## config.mk

```make
export PLATFORM = sky130hd
export DESIGN_NAME = sync_rx_master
export DESIGN_NICKNAME = d
export VERILOG_FILES = /design/src/rtl/sync_rx_master.sv
export SDC_FILE = /design/constraint.sdc
export NUM_CORES = 1
export LEC_CHECK = 0
export BUFFER_PORTS_ARGS = -buffer_cell sky130_fd_sc_hd__buf_2
export CAP_MARGIN = 5
export CORE_MARGIN = 4
export CORE_UTILIZATION = 44
export CTS_BUF_LIST = sky130_fd_sc_hd__clkbuf_4 sky130_fd_sc_hd__clkbuf_8
export CTS_CLUSTER_SIZE = 16
export DETAILED_ROUTE_END_ITERATION = 8
export GPL_TIMING_DRIVEN = 1
export PLACE_DENSITY_LB_ADDON = 0.1
export REMOVE_ABC_BUFFERS = 1
export SLEW_MARGIN = 10
export SYNTH_ARGS = -nofsm -noshare
export SYNTH_HDL_FRONTEND = slang
export SYNTH_SLANG_ARGS = --single-unit
```

## constraint.sdc

```tcl
create_clock -name clk -period 2.6 [get_ports clk]
set_input_delay 0.39 -clock clk [delete_from_list [all_inputs] [get_ports clk]]
set_output_delay 0.39 -clock clk [all_outputs]
set_load 0.1 [all_outputs]
```

## src/rtl/sync_rx_master.sv

```systemverilog
module sync_rx_master #(
  parameter int DIV_W = 8
) (
  input  logic             clk,
  input  logic             rst_n,
  input  logic             cfg_wr,
  input  logic [6:0]       cfg_wdata,
  input  logic             div_wr,
  input  logic [DIV_W-1:0] div_wdata,
  input  logic             rd_stb,
  output logic [6:0]       cfg_q,
  output logic [7:0]       rx_data,
  output logic             rx_bit9,
  output logic             rx_done,
  output logic             rx_ovr,
  output logic             irq,
  output logic             sck,
  input  logic             sdi
);
  localparam int PH_W = DIV_W + 1;

  logic [DIV_W-1:0] div_q;
  logic [PH_W-1:0]  ph;
  logic [3:0]       bitcnt;
  logic [8:0]       sh, word;
  logic             run, half_end, fall, last, done_evt, pending;

  assign run      = cfg_q[0] & cfg_q[1] & cfg_q[2] & (cfg_q[4] | cfg_q[5]);
  assign half_end = (ph == {div_q, 1'b1});
  assign fall     = run & half_end & sck;
  assign last     = (bitcnt == (cfg_q[3] ? 4'd8 : 4'd7));
  assign done_evt = fall & last;
  assign pending  = rx_done & ~rd_stb;
  assign irq      = rx_done & cfg_q[6];

  always_comb begin
    word = sh;
    word[bitcnt] = sdi;
  end

  always_ff @(posedge clk or negedge rst_n) begin
    if (!rst_n) begin
      cfg_q <= '0;
      div_q <= '0;
    end else begin
      if (cfg_wr) cfg_q <= cfg_wdata;
      else if (done_evt && !cfg_q[5]) cfg_q[4] <= 1'b0;
      if (div_wr) div_q <= div_wdata;
    end
  end

  always_ff @(posedge clk or negedge rst_n) begin
    if (!rst_n) begin
      ph <= '0; sck <= 1'b0; bitcnt <= '0; sh <= '0;
    end else if (!run) begin
      ph <= '0; sck <= 1'b0; bitcnt <= '0; sh <= '0;
    end else if (half_end) begin
      ph  <= '0;
      sck <= ~sck;
      if (sck) begin
        sh     <= word;
        bitcnt <= last ? 4'd0 : bitcnt + 4'd1;
      end
    end else begin
      ph <= ph + 1'b1;
    end
  end

  always_ff @(posedge clk or negedge rst_n) begin
    if (!rst_n) begin
      rx_data <= '0; rx_bit9 <= 1'b0; rx_done <= 1'b0; rx_ovr <= 1'b0;
    end else begin
      if (done_evt && !pending) begin
        rx_data <= word[7:0];
        rx_bit9 <= cfg_q[3] & word[8];
        rx_done <= 1'b1;
      end else if (rd_stb) begin
        rx_done <= 1'b0;
      end
      if (done_evt && pending) rx_ovr <= 1'b1;
      else if (cfg_wr && !cfg_wdata[5]) rx_ovr <= 1'b0;
    end
  end

  // clock idles low when stopped, rises only when running
  a_r1_idle_low: assert property (@(posedge clk) disable iff (!rst_n)
    !run |=> !sck);
  a_r1_rise_run: assert property (@(posedge clk) disable iff (!rst_n)
    $rose(sck) |-> $past(run));
  // flag raised only on a falling shift-clock edge
  a_r7_done_on_fall: assert property (@(posedge clk) disable iff (!rst_n)
    $rose(rx_done) |-> ($past(sck) && !sck));
  // self-clear of single enable only at a word end
  a_r5_self_clear: assert property (@(posedge clk) disable iff (!rst_n)
    ($fell(cfg_q[4]) && !$past(cfg_wr)) |-> ($past(sck) && !sck));
  // overrun holds until cleared by a write with continuous bit low
  a_r9_ovr_hold: assert property (@(posedge clk) disable iff (!rst_n)
    (rx_ovr && !(cfg_wr && !cfg_wdata[5])) |=> rx_ovr);
  // unread data is never overwritten
  a_r8_data_kept: assert property (@(posedge clk) disable iff (!rst_n)
    (rx_done && !rd_stb) |=> ($stable(rx_data) && $stable(rx_bit9)));
endmodule

```

==> results of run 1 <==
## routing by layer
metal | vias up | part of all wire
li1 | 826 | -
met1 | 825 | 0.48
met2 | 29 | 0.46
met3 | 6 | 0.044
met4 | 0 | 0.012
met5 | - | 0
## registers in the layout, indices dropped and copies added, names as in the netlist
register,count
rx_ovr,1
ph,9
cfg_q,7
div_q,8
sck,1
rx_bit9,1
sh,9
bitcnt,4
rx_data,8
rx_done,1
## placed cells by master (no fill, tap or decap), types with 5 or more instances in the layout
master | Yosys | final
sky130_fd_sc_hd__nor2_1 | 19 | 19
sky130_fd_sc_hd__ha_1 | 5 | 5
sky130_fd_sc_hd__dfrtp_1 | 49 | 49
sky130_fd_sc_hd__nand4_1 | 8 | 8
sky130_fd_sc_hd__inv_1 | 7 | 7
sky130_fd_sc_hd__o21ai_0 | 9 | 9
sky130_fd_sc_hd__xor2_1 | 6 | 6
sky130_fd_sc_hd__mux2_2 | 30 | 30
sky130_fd_sc_hd__buf_4 | 0 | 5
sky130_fd_sc_hd__xnor2_1 | 10 | 10
sky130_fd_sc_hd__a21oi_1 | 9 | 9
sky130_fd_sc_hd__mux2i_1 | 6 | 6
sky130_fd_sc_hd__buf_2 | 1 | 40
sky130_fd_sc_hd__nand3_1 | 8 | 8
sky130_fd_sc_hd__clkbuf_8 | 0 | 6
sky130_fd_sc_hd__nand2_1 | 16 | 16
## where the power goes
| group | leakage [nW] | switching (W) | internal, W | total [W] |
|---|---|---|---|---|
| clock | 0.0477 | 0.000233 | 0.000222 | 0.000454 |
| sequential | 0.646 | 0.0000211 | 0.000786 | 0.000807 |
| combinational | 0.557 | 0.000134 | 0.0000541 | 0.000189 |
## per-stage QoR
stage               setup WS [ps]  utilization
finish                      305.2       0.5336
global route                98.84       0.5336
CTS                         268.5       0.5336
detailed placement          268.4       0.5162
global placement            384.1       0.5162
floorplan                  -247.9            -
## final cells by class
| cell class | count | area (sq um) | share of cell area |
|---|---|---|---|
| well taps | 70 | 87.58 | 0.03173 |
| inverters | 7 | 26.28 | 0.009519 |
| repair buffers | 45 | 237.7 | 0.08613 |
| flip-flops and latches | 49 | 1226 | 0.4442 |
| multi-input cells | 148 | 1092 | 0.3957 |
| clock buffers | 7 | 90.09 | 0.03264 |
## worst max-delay path, cell delays in order (launching register included)
cell	delay, ps
sky130_fd_sc_hd__dfrtp_1	440
sky130_fd_sc_hd__or4bb_1	560
sky130_fd_sc_hd__o22a_1	260
sky130_fd_sc_hd__nor4_2	330
sky130_fd_sc_hd__nand2_2	260
sky130_fd_sc_hd__mux2_2	330
## worst max path at each step
stage | start | end | slack, ps | depth (start not counted)
after detailed placement | bitcnt[2] | rx_data[6] | 270 | 5
final | bitcnt[2] | rx_data[1] | 310 | 5
after CTS | bitcnt[2] | rx_data[1] | 270 | 5
after global routing | bitcnt[2] | rx_data[1] | 100 | 5
after floorplan | cfg_q[0] | rx_data[0] | -250 | 5
after global placement | bitcnt[2] | rx_data[5] | 380 | 5
## kinds of logic after synthesis
logic type      Yosys count  share of synthesized area
compound gates           23                    0.05658
xor+xnor                 16                    0.05923
fa+ha+maj                 5                    0.02644
buf+inv                  14                    0.02274
flops                    49                     0.5182
mux                      36                     0.1682
simple gates             68                     0.1486
## cell usage after synthesis (all sizes together) (2+ instances only)
| cell type | n |
|---|---|
| a21oi | 9 |
| or4bb | 2 |
| and2 | 2 |
| ha | 5 |
| inv | 7 |
| clkbuf | 6 |
| xnor2 | 10 |
| nor4 | 2 |
| mux2 | 30 |
| xor2 | 6 |
| nand4 | 8 |
| nand3 | 8 |
| mux2i | 6 |
| dfrtp | 49 |
| o21ai | 9 |
| nor2 | 19 |
| nand2 | 17 |
==> reports/metrics.cfg, run 1 <==
[worst_setup_path]
r2r_cells = 5
path_max_fanout = 9
worst_r2r_startpoint = bitcnt[2]
worst_r2r_endpoint = rx_data[1]
timing.setup.critical_path_class = reg2reg
cp-end-kind = flip-flop
crit_arrival_ps = 2480
ff2ff_setup_slack_ps = 310
worst_ep_required_time_ps = 2780
critPathLaunchType = flip-flop

[floorplan]
io-pin-count = 41
initial_core_utilization = 0.4574
floorplan.die.width_um = 81.33
chipHeight_um = 81.33
rows = 26
coreArea_sq_um = 5172
dieArea_sq_um = 6615

[clocking]
post_cts.resized_instances = 0
post_cts.repair.setup_buffers = 0
insertion_delay_ps = 300
cts_tree = built
clk_path_buf_depth = 2
cts-hold-fix-buffers = 0
cts_made_buffers = 5
clk_pin_slew_ps = 80
cts_max_level = 2
clk_root_buffer_cell = sky130_fd_sc_hd__clkbuf_8
cts.sink_count = 49

[worst_hold_path]
holdCritPathClass = in2async

[sta]
finalHoldWorstSlack_ps = 9.316
period_minus_ws_final_ps = 2295
final-setup-viol-count = 0
fin_tns_setup_ps = 0
clock.fmax_mhz = 435.8
final.period_utilization = 0.8826
max-slew-margin-rel = 0.6753
finalMaxSlewViolations = 0
rsz0062_at_grt = no
worst_clock_skew_ps = 5.934
report.final.hold_viol_count = 0
worst-slew-pin-transition_ps = 490.4

[logic_synthesis]
ys_types = 35
synthCells = 211
synth_edf_count = 0
synth_largest_area_cell = sky130_fd_sc_hd__dfrtp_1
postSynth.topFlopCell = sky130_fd_sc_hd__dfrtp_1
ys_seq_elements = 49
synth_sequential_area_ratio = 0.5182
postSynthAreaPerCell_sq_um = 11.21
synthTopCellsByArea = sky130_fd_sc_hd__dfrtp_1, sky130_fd_sc_hd__mux2_2, sky130_fd_sc_hd__xnor2_1, sky130_fd_sc_hd__nor2_1, sky130_fd_sc_hd__ha_1
yosysWarnings = 0
syn_area_sq_um = 2366
synthDominantCellAreaShare = 0.5182
async_reset_ff_frac = 1.000

[final_layout]
stdcell_area_sq_um = 2760
design.final.nets = 282
final_cells = 326
synthToLayoutAreaGrowth_pct = 16.66
fill_cells = 483
antennaDiodeCount = 0
post_route_cells_drive_above_1_share = 0.3398

[global_route]
use_met1 = 0.2129
gr-max-usage-layer = met2
grt_pass1_wl_mm = 8.107
grt_use_met3 = 0.04213
grtUsageTotal = 0.1607
grt.overflow.total = 0
first_global_vias = 1754
met2_usage = 0.2516
grt_antenna_before_repair = 0
grt_max_degree = 20

[placement]
placement.io_buffers = 40
dp_cells = 319
hpwlAfterDp_mm = 3.429
globalplace.congestion = 0.7748
place_area_sq_um = 2670

[route]
drt-pass1-iter-count = 4
detail_route.iter0.violations = 46
drc_errors = 0
antenna_violating_nets_post_route = 0
route.detailed.vias_per_inst = 5.172
finalWirelength_mm = 4.575
vias = 1686
wl_per_cell_um = 14.03

[flow_run]
maxCapViolCount = 0

[power]
peakVddDrop_mv = 0.2727
finalPower_w = 0.001450
powerDensity_nw_per_um2 = 525.2
p_leak_nw = 1.251

[status]
outcome = finished clean

Power figures use the tool's default switching activity.
==> run 2: changes to the inputs <==
--- a/config.mk
+++ b/config.mk
@@ -5,6 +5,7 @@
 export SDC_FILE = /design/constraint.sdc
 export NUM_CORES = 1
 export LEC_CHECK = 0
+export ABC_AREA = 1
 export BUFFER_PORTS_ARGS = -buffer_cell sky130_fd_sc_hd__buf_2
 export CAP_MARGIN = 5
 export CORE_MARGIN = 4
==> reports/metrics.cfg, run 2 <==
[final_layout]
final_common_cell = sky130_fd_sc_hd__nand2_1
final_core_util = 0.5280
post_route_cells_drive_above_1_share = 0.2222
synthToLayoutAreaGrowth_pct = 15.17
fill_cells = 549
largestRegisters = ph: 9 flops, sh: 9 flops
final_cells = 414
sequential_cell_area_sq_um = 1226
design.final.nets = 367
final_cell_mix = sky130_fd_sc_hd__nand2_1, sky130_fd_sc_hd__dfrtp_1, sky130_fd_sc_hd__buf_2, sky130_fd_sc_hd__inv_1, sky130_fd_sc_hd__nor2_1
multiInputGateArea_sq_um = 1116
antennaDiodeCount = 0

[clocking]
post_cts.repair.setup_buffers = 0
cts.sink_count = 49
clk_root_buffer_cell = sky130_fd_sc_hd__clkbuf_8
cts_max_level = 2
cts_made_buffers = 5
clk_path_buf_depth = 2
post_cts.resized_instances = 0
cts_tree = built
cts-hold-fix-buffers = 0
insertion_delay_ps = 300
clk_pin_slew_ps = 100

[logic_synthesis]
synth_largest_area_cell = sky130_fd_sc_hd__dfrtp_1
synthTopCellsByArea = sky130_fd_sc_hd__dfrtp_1, sky130_fd_sc_hd__nand2_1, sky130_fd_sc_hd__inv_1, sky130_fd_sc_hd__nor2_1, sky130_fd_sc_hd__nand4_1
syn_area_sq_um = 2540
synthDominantCellAreaShare = 0.4828
async_reset_ff_frac = 1.000
postSynthAreaPerCell_sq_um = 8.581
synth_sequential_area_ratio = 0.4828
yosysWarnings = 0
ys_seq_elements = 49
postSynth.topFlopCell = sky130_fd_sc_hd__dfrtp_1
synth_edf_count = 0
ys_top_cells_by_count = sky130_fd_sc_hd__nand2_1, sky130_fd_sc_hd__dfrtp_1, sky130_fd_sc_hd__inv_1
ys_types = 33
synthCells = 296
most_common_cell_in_the_netlist = sky130_fd_sc_hd__nand2_1

[worst_setup_path]
path_buf_inv = 2
worst_ep_required_time_ps = 2840
critical-path-top-delay-family = simple AND/OR/NAND/NOR gates
path_max_fanout = 21
critical-path-slowest-cell = sky130_fd_sc_hd__dfrtp_1
max_stage_delay_ps = 380
timing.setup.critical_path_class = reg2reg
series_of_cell_instances_along_the_critical_path = nand3_1 -> a21oi_4 -> buf_4 -> nand2_4 -> nor3_4 -> buf_4 -> nand4_1 -> nand2_1
critPathLaunchType = flip-flop
cp-end-kind = flip-flop
crit_arrival_ps = 1940
most_frequent_cell_on_critical_path = sky130_fd_sc_hd__buf_4

[sta]
final.period_utilization = 0.6540
finalHoldWorstSlack_ps = -3.661
timing.final.ws_setup_ps = 899.5
worst-slew-pin-transition_ps = 522.5
clock.fmax_mhz = 588.1
max-slew-margin-rel = 0.6504
final-setup-viol-count = 0
fin_tns_setup_ps = 0
report.final.hold_viol_count = 5
rsz0062_at_grt = no
finalMaxSlewViolations = 0
worst_clock_skew_ps = 9.216
period_minus_ws_final_ps = 1701

[power]
share_comb_of_total_power = 0.122
pwr-share-seq = 0.507
peakVddDrop_mv = 0.3531
power_switching_share = 0.2684
net_switching_power_w = 0.0004225
power.clock.fraction = 0.371
cell_internal_pwr_w = 0.001152
powerDensity_nw_per_um2 = 538.2
p_leak_nw = 1.545

[floorplan]
floorplan.die.width_um = 83.98
chipHeight_um = 83.98
initial_core_utilization = 0.4584
rows = 27
dieArea_sq_um = 7052
io-pin-count = 41
coreArea_sq_um = 5540

[placement]
globalplace.congestion = 0.8357
hpwlAfterDp_mm = 3.918
pre_cts_ws_ps = 896.4
dp_cells = 406
placement.io_buffers = 40

[route]
detail_route.iter0.violations = 132
drc_errors = 0
route.detailed.vias_per_inst = 4.915
antenna_violating_nets_post_route = 0
finalWirelength_mm = 5.376
drt-pass1-iter-count = 4
vias = 2035
wl_per_cell_um = 12.99

[global_route]
met2_usage = 0.2495
grt.overflow.total = 0
grt_pass1_wl_mm = 9.501
grt_max_degree = 22
grt_antenna_before_repair = 0
gr-max-usage-layer = met2
grtUsageTotal = 0.1670
use_met1 = 0.2377
grt_use_met3 = 0.03751
first_global_vias = 1986

[status]
outcome = complete, but fails checks
violations_in_the_final_reports = hold timing

[flow_run]
maxCapViolCount = 0

[worst_hold_path]
holdCritPathClass = in2async

run 2: changes by cell type in the layout (fill, tap and decap cells not counted), moves of 7 or more:
| cell | before | now |
|---|---|---|
| sky130_fd_sc_hd__mux2_2 | 30 | 1 |
| sky130_fd_sc_hd__inv_1 | 7 | 30 |
| sky130_fd_sc_hd__nand2_1 | 16 | 93 |
| sky130_fd_sc_hd__nand3_1 | 8 | 15 |
| sky130_fd_sc_hd__xnor2_1 | 10 | 2 |
run 2: final timing paths:
kind                                    from    endpoint  slack, ps  depth (start not counted)
worst min-delay path                   rst_n    div_q[7]         -4                          1
worst max register to register      cfg_q[0]  rx_data[0]        900                          8
worst min register to register         ph[0]       ph[0]        470                          1
max in group asynchronous              rst_n     rx_done       1970                          2
worst max-delay path                cfg_q[0]  rx_data[0]        900                          8
min in group clk                div_wdata[7]    div_q[7]        280                          3
run 2: through the flow:
stage / hold slack (ps) / cell area, sq um / power (W)
finish: -3.661 / 2925 / 0.001574
global route: 28.75 / 2925 / 0.001642
CTS: 15.22 / 2925 / 0.001587
detailed placement: 348.7 / 2805 / 0.001008
global placement: 348.2 / 2805 / 0.001007
floorplan: 94.41 / 2477 / 0.0009422
run 2: cell families (layout without fill, tap and decap cells):
group,after synthesis,in the layout,share of synthesized area
AND/OR/NAND/NOR,161,161,0.3099
flip-flops,49,49,0.4828
buffers and inverters,41,87,0.07783
AO/OA/AOI/OAI,33,33,0.07981
XOR/XNOR,6,6,0.02069
adder cells (fa/ha/maj),5,5,0.02463
multiplexers,1,1,0.004433
run 2: worst reg2reg max path, delay by kind of cell, from the launching register on:
kind	cells	cell delay [ps]
simple gates	5	620
buf+inv	2	510
compound gates	1	120
flops	1	380
run 2: power by group through the flow:
stage	sequential (W)	clock [W]	combinational, W
3_5_place_dp	0.000814	0	0.000194
6_report	0.000798	0.000585	0.000192
5_1_grt	0.000802	0.000629	0.000211
2_1_floorplan	0.000882	0	0.0000599
3_3_place_gp	0.000813	0	0.000194
4_1_cts	0.000799	0.000594	0.000195
run 2: routing by layer:
metal | wire [um] | up-vias
met3 | 300 | 5
met2 | 2334 | 47
met1 | 2680 | 940
li1 | - | 1043
met5 | 0 | -
met4 | 61 | 0
run 2: area by class of cell:
type | instances | share of cell area
tap | 72 | 0.03080
multi-input combinational | 206 | 0.3815
clock inverter | 1 | 0.01027
timing repair buffer | 45 | 0.08127
inverter | 34 | 0.04619
sequential | 49 | 0.4192
clock buffer | 7 | 0.03080
==> run 3: changes to the inputs <==
--- a/config.mk
+++ b/config.mk
@@ -5,7 +5,7 @@
 export SDC_FILE = /design/constraint.sdc
 export NUM_CORES = 1
 export LEC_CHECK = 0
-export ABC_AREA = 1
+export ABC_AREA = 0
 export BUFFER_PORTS_ARGS = -buffer_cell sky130_fd_sc_hd__buf_2
 export CAP_MARGIN = 5
 export CORE_MARGIN = 4
==> constraint.sdc (replaced) <==
create_clock -name clk -period 1.7 [get_ports clk]
set_input_delay 0.255 -clock clk [delete_from_list [all_inputs] [get_ports clk]]
set_output_delay 0.255 -clock clk [all_outputs]
set_load 0.1 [all_outputs]
==> reports/metrics.cfg, run 3 (synthesis results as in run 1) <==
[final_layout]
antennaDiodeCount = 0
synthToLayoutAreaGrowth_pct = 35.01
final_cell_mix = sky130_fd_sc_hd__dfrtp_1, sky130_fd_sc_hd__buf_2, sky130_fd_sc_hd__buf_4, sky130_fd_sc_hd__mux2_2, sky130_fd_sc_hd__nor2_1
post_route_cells_drive_above_1_share = 0.4898
final_common_cell = sky130_fd_sc_hd__dfrtp_1
design.final.nets = 320
largestRegisters = ph: 9 flops, sh: 9 flops

[power]
finalPower_w = 0.002299
net_switching_power_w = 0.0006348
powerDensity_nw_per_um2 = 719.6
power_switching_share = 0.2761
pwr-share-seq = 0.536
power.clock.fraction = 0.311
share_comb_of_total_power = 0.153
cell_internal_pwr_w = 0.001664
p_leak_nw = 1.506
peakVddDrop_mv = 0.4908

[worst_setup_path]
critPathLaunchType = flip-flop
path_max_fanout = 9
worst_r2r_startpoint = bitcnt[2]
worst_ep_required_time_ps = 1890
worst_setup_path_startpoint = bitcnt[2]
cp-end-kind = flip-flop
r2r_cells = 6
worst_r2r_endpoint = rx_data[2]
ff2ff_setup_slack_ps = -340
timing.setup.critical_path_class = reg2reg
crit_arrival_ps = 2230
timing.critical_path.to = rx_data[2]

[floorplan]
io-pin-count = 41
chipHeight_um = 81.33
rows = 26
initial_core_utilization = 0.4574
coreArea_sq_um = 5172
floorplan.die.width_um = 81.33
dieArea_sq_um = 6615

[clocking]
clk_root_buffer_cell = sky130_fd_sc_hd__clkbuf_8
clk_path_buf_depth = 2
clk_pin_slew_ps = 90
cts_max_level = 2
insertion_delay_ps = 300
cts.sink_count = 49
cts_made_buffers = 5
cts_tree = built

[sta]
finalMaxSlewViolations = 0
worst-slew-pin-transition_ps = 490.5
finalHoldWorstSlack_ps = 168.5
report.final.hold_viol_count = 0
final.period_utilization = 1.201
timing.final.ws_setup_ps = -340.9
period_minus_ws_final_ps = 2041
rsz0062_at_grt = yes
max-slew-margin-rel = 0.6753
final-setup-viol-count = 23
clock.fmax_mhz = 490.0
worst_clock_skew_ps = 6.495

[route]
antenna_violating_nets_post_route = 0
wl_per_cell_um = 14.18
finalWirelength_mm = 5.163
detail_route.iter0.violations = 96
drt-pass1-iter-count = 4
drc_errors = 0
route.detailed.vias_per_inst = 5.038
vias = 1834

[global_route]
grt_antenna_before_repair = 0
grt_pass1_wl_mm = 8.562
grtUsageTotal = 0.1726
first_global_vias = 1820
grt_max_degree = 50
grt.overflow.total = 0

[status]
outcome = complete, but fails checks
violations_in_the_final_reports = setup timing

[placement]
globalplace.congestion = 0.7821
hpwlAfterDp_mm = 3.562
placement.io_buffers = 40

[worst_hold_path]
holdCritPathClass = in2reg

[flow_run]
maxCapViolCount = 0

run 3: cell types whose count changed in the layout (fill, tap and decap cells not counted), moves of 6 or more:
cell / previous run / this run
sky130_fd_sc_hd__mux2_2: 1 / 30
sky130_fd_sc_hd__o21ai_0: 15 / 5
sky130_fd_sc_hd__nor3_1: 6 / 0
sky130_fd_sc_hd__nand2_1: 93 / 16
sky130_fd_sc_hd__inv_1: 30 / 7
sky130_fd_sc_hd__mux2i_1: 0 / 6
sky130_fd_sc_hd__nand3_1: 15 / 5
sky130_fd_sc_hd__buf_4: 5 / 37
run 3: routing by layer:
layer	track usage	vias up	wire, um
met5	0	-	0
met4	0.06926	0	99
met3	0.04102	9	249
met2	0.2590	40	2358
met1	0.2392	876	2456
li1	-	909	-
run 3: stage by stage:
| stage | setup TNS [ps] | setup slack [ps] | util | std cells | area (sq um) |
|---|---|---|---|---|---|
| global placement | -4846 | -376.8 | 0.5651 | 351 | 2923 |
| finish | -4317 | -340.9 | 0.6176 | 364 | 3194 |
| detailed placement | -5810 | -463.8 | 0.5651 | 351 | 2923 |
| CTS | -3846 | -336.6 | 0.6001 | 362 | 3104 |
| global route | -6685 | -439.3 | 0.6176 | 364 | 3194 |
| floorplan | -29210 | -1148 | - | 204 | 2338 |
run 3: critical path: stages, from the launching register on:
cell and delay, ps:
sky130_fd_sc_hd__dfrtp_1 380, sky130_fd_sc_hd__or4bb_1 520, sky130_fd_sc_hd__o22a_1 270, sky130_fd_sc_hd__nor4_4 260, sky130_fd_sc_hd__nand2_2 80, sky130_fd_sc_hd__buf_6 160, sky130_fd_sc_hd__mux2_2 270
run 3: how the worst min path moves through the flow:
stage	startpoint	cells past startpoint	to	slack [ps]
2_1_floorplan	rst_n	0	bitcnt[0]	-40
3_3_place_gp	rst_n	2	cfg_q[1]	260
3_5_place_dp	rst_n	2	cfg_q[1]	270
4_1_cts	cfg_wdata[4]	2	cfg_q[4]	160
5_1_grt	cfg_wdata[4]	2	cfg_q[4]	160
6_report	cfg_wdata[4]	2	cfg_q[4]	170
run 3: layout make-up:
cell class | count | area (sq um)
clock buffer | 7 | 90.09
timing repair buffer | 83 | 553.0
fill | 433 | 1978
multi-input combinational | 148 | 1211
inverter | 7 | 26.28
tap | 70 | 87.58
sequential | 49 | 1226
run 3: power groups by stage:
stage	combinational [W]	clock, W	sequential [W]
global route	0.000378	0.000788	0.00124
finish	0.000353	0.000714	0.00123
floorplan	0.0000779	0	0.00137
global placement	0.000329	0	0.00125
detailed placement	0.000331	0	0.00125
CTS	0.000339	0.000735	0.00123
run 3: what timing repair did:
action | in CTS | in global routing
pin swaps | 19 | 11
endpoints found under the setup margin | 23 | 34
buffers inserted | 3 | 3
cloned | 1 | 0
hold endpoints to repair | 49 | 0
hold buffers | 1 | 0
resized for setup | 18 | 14
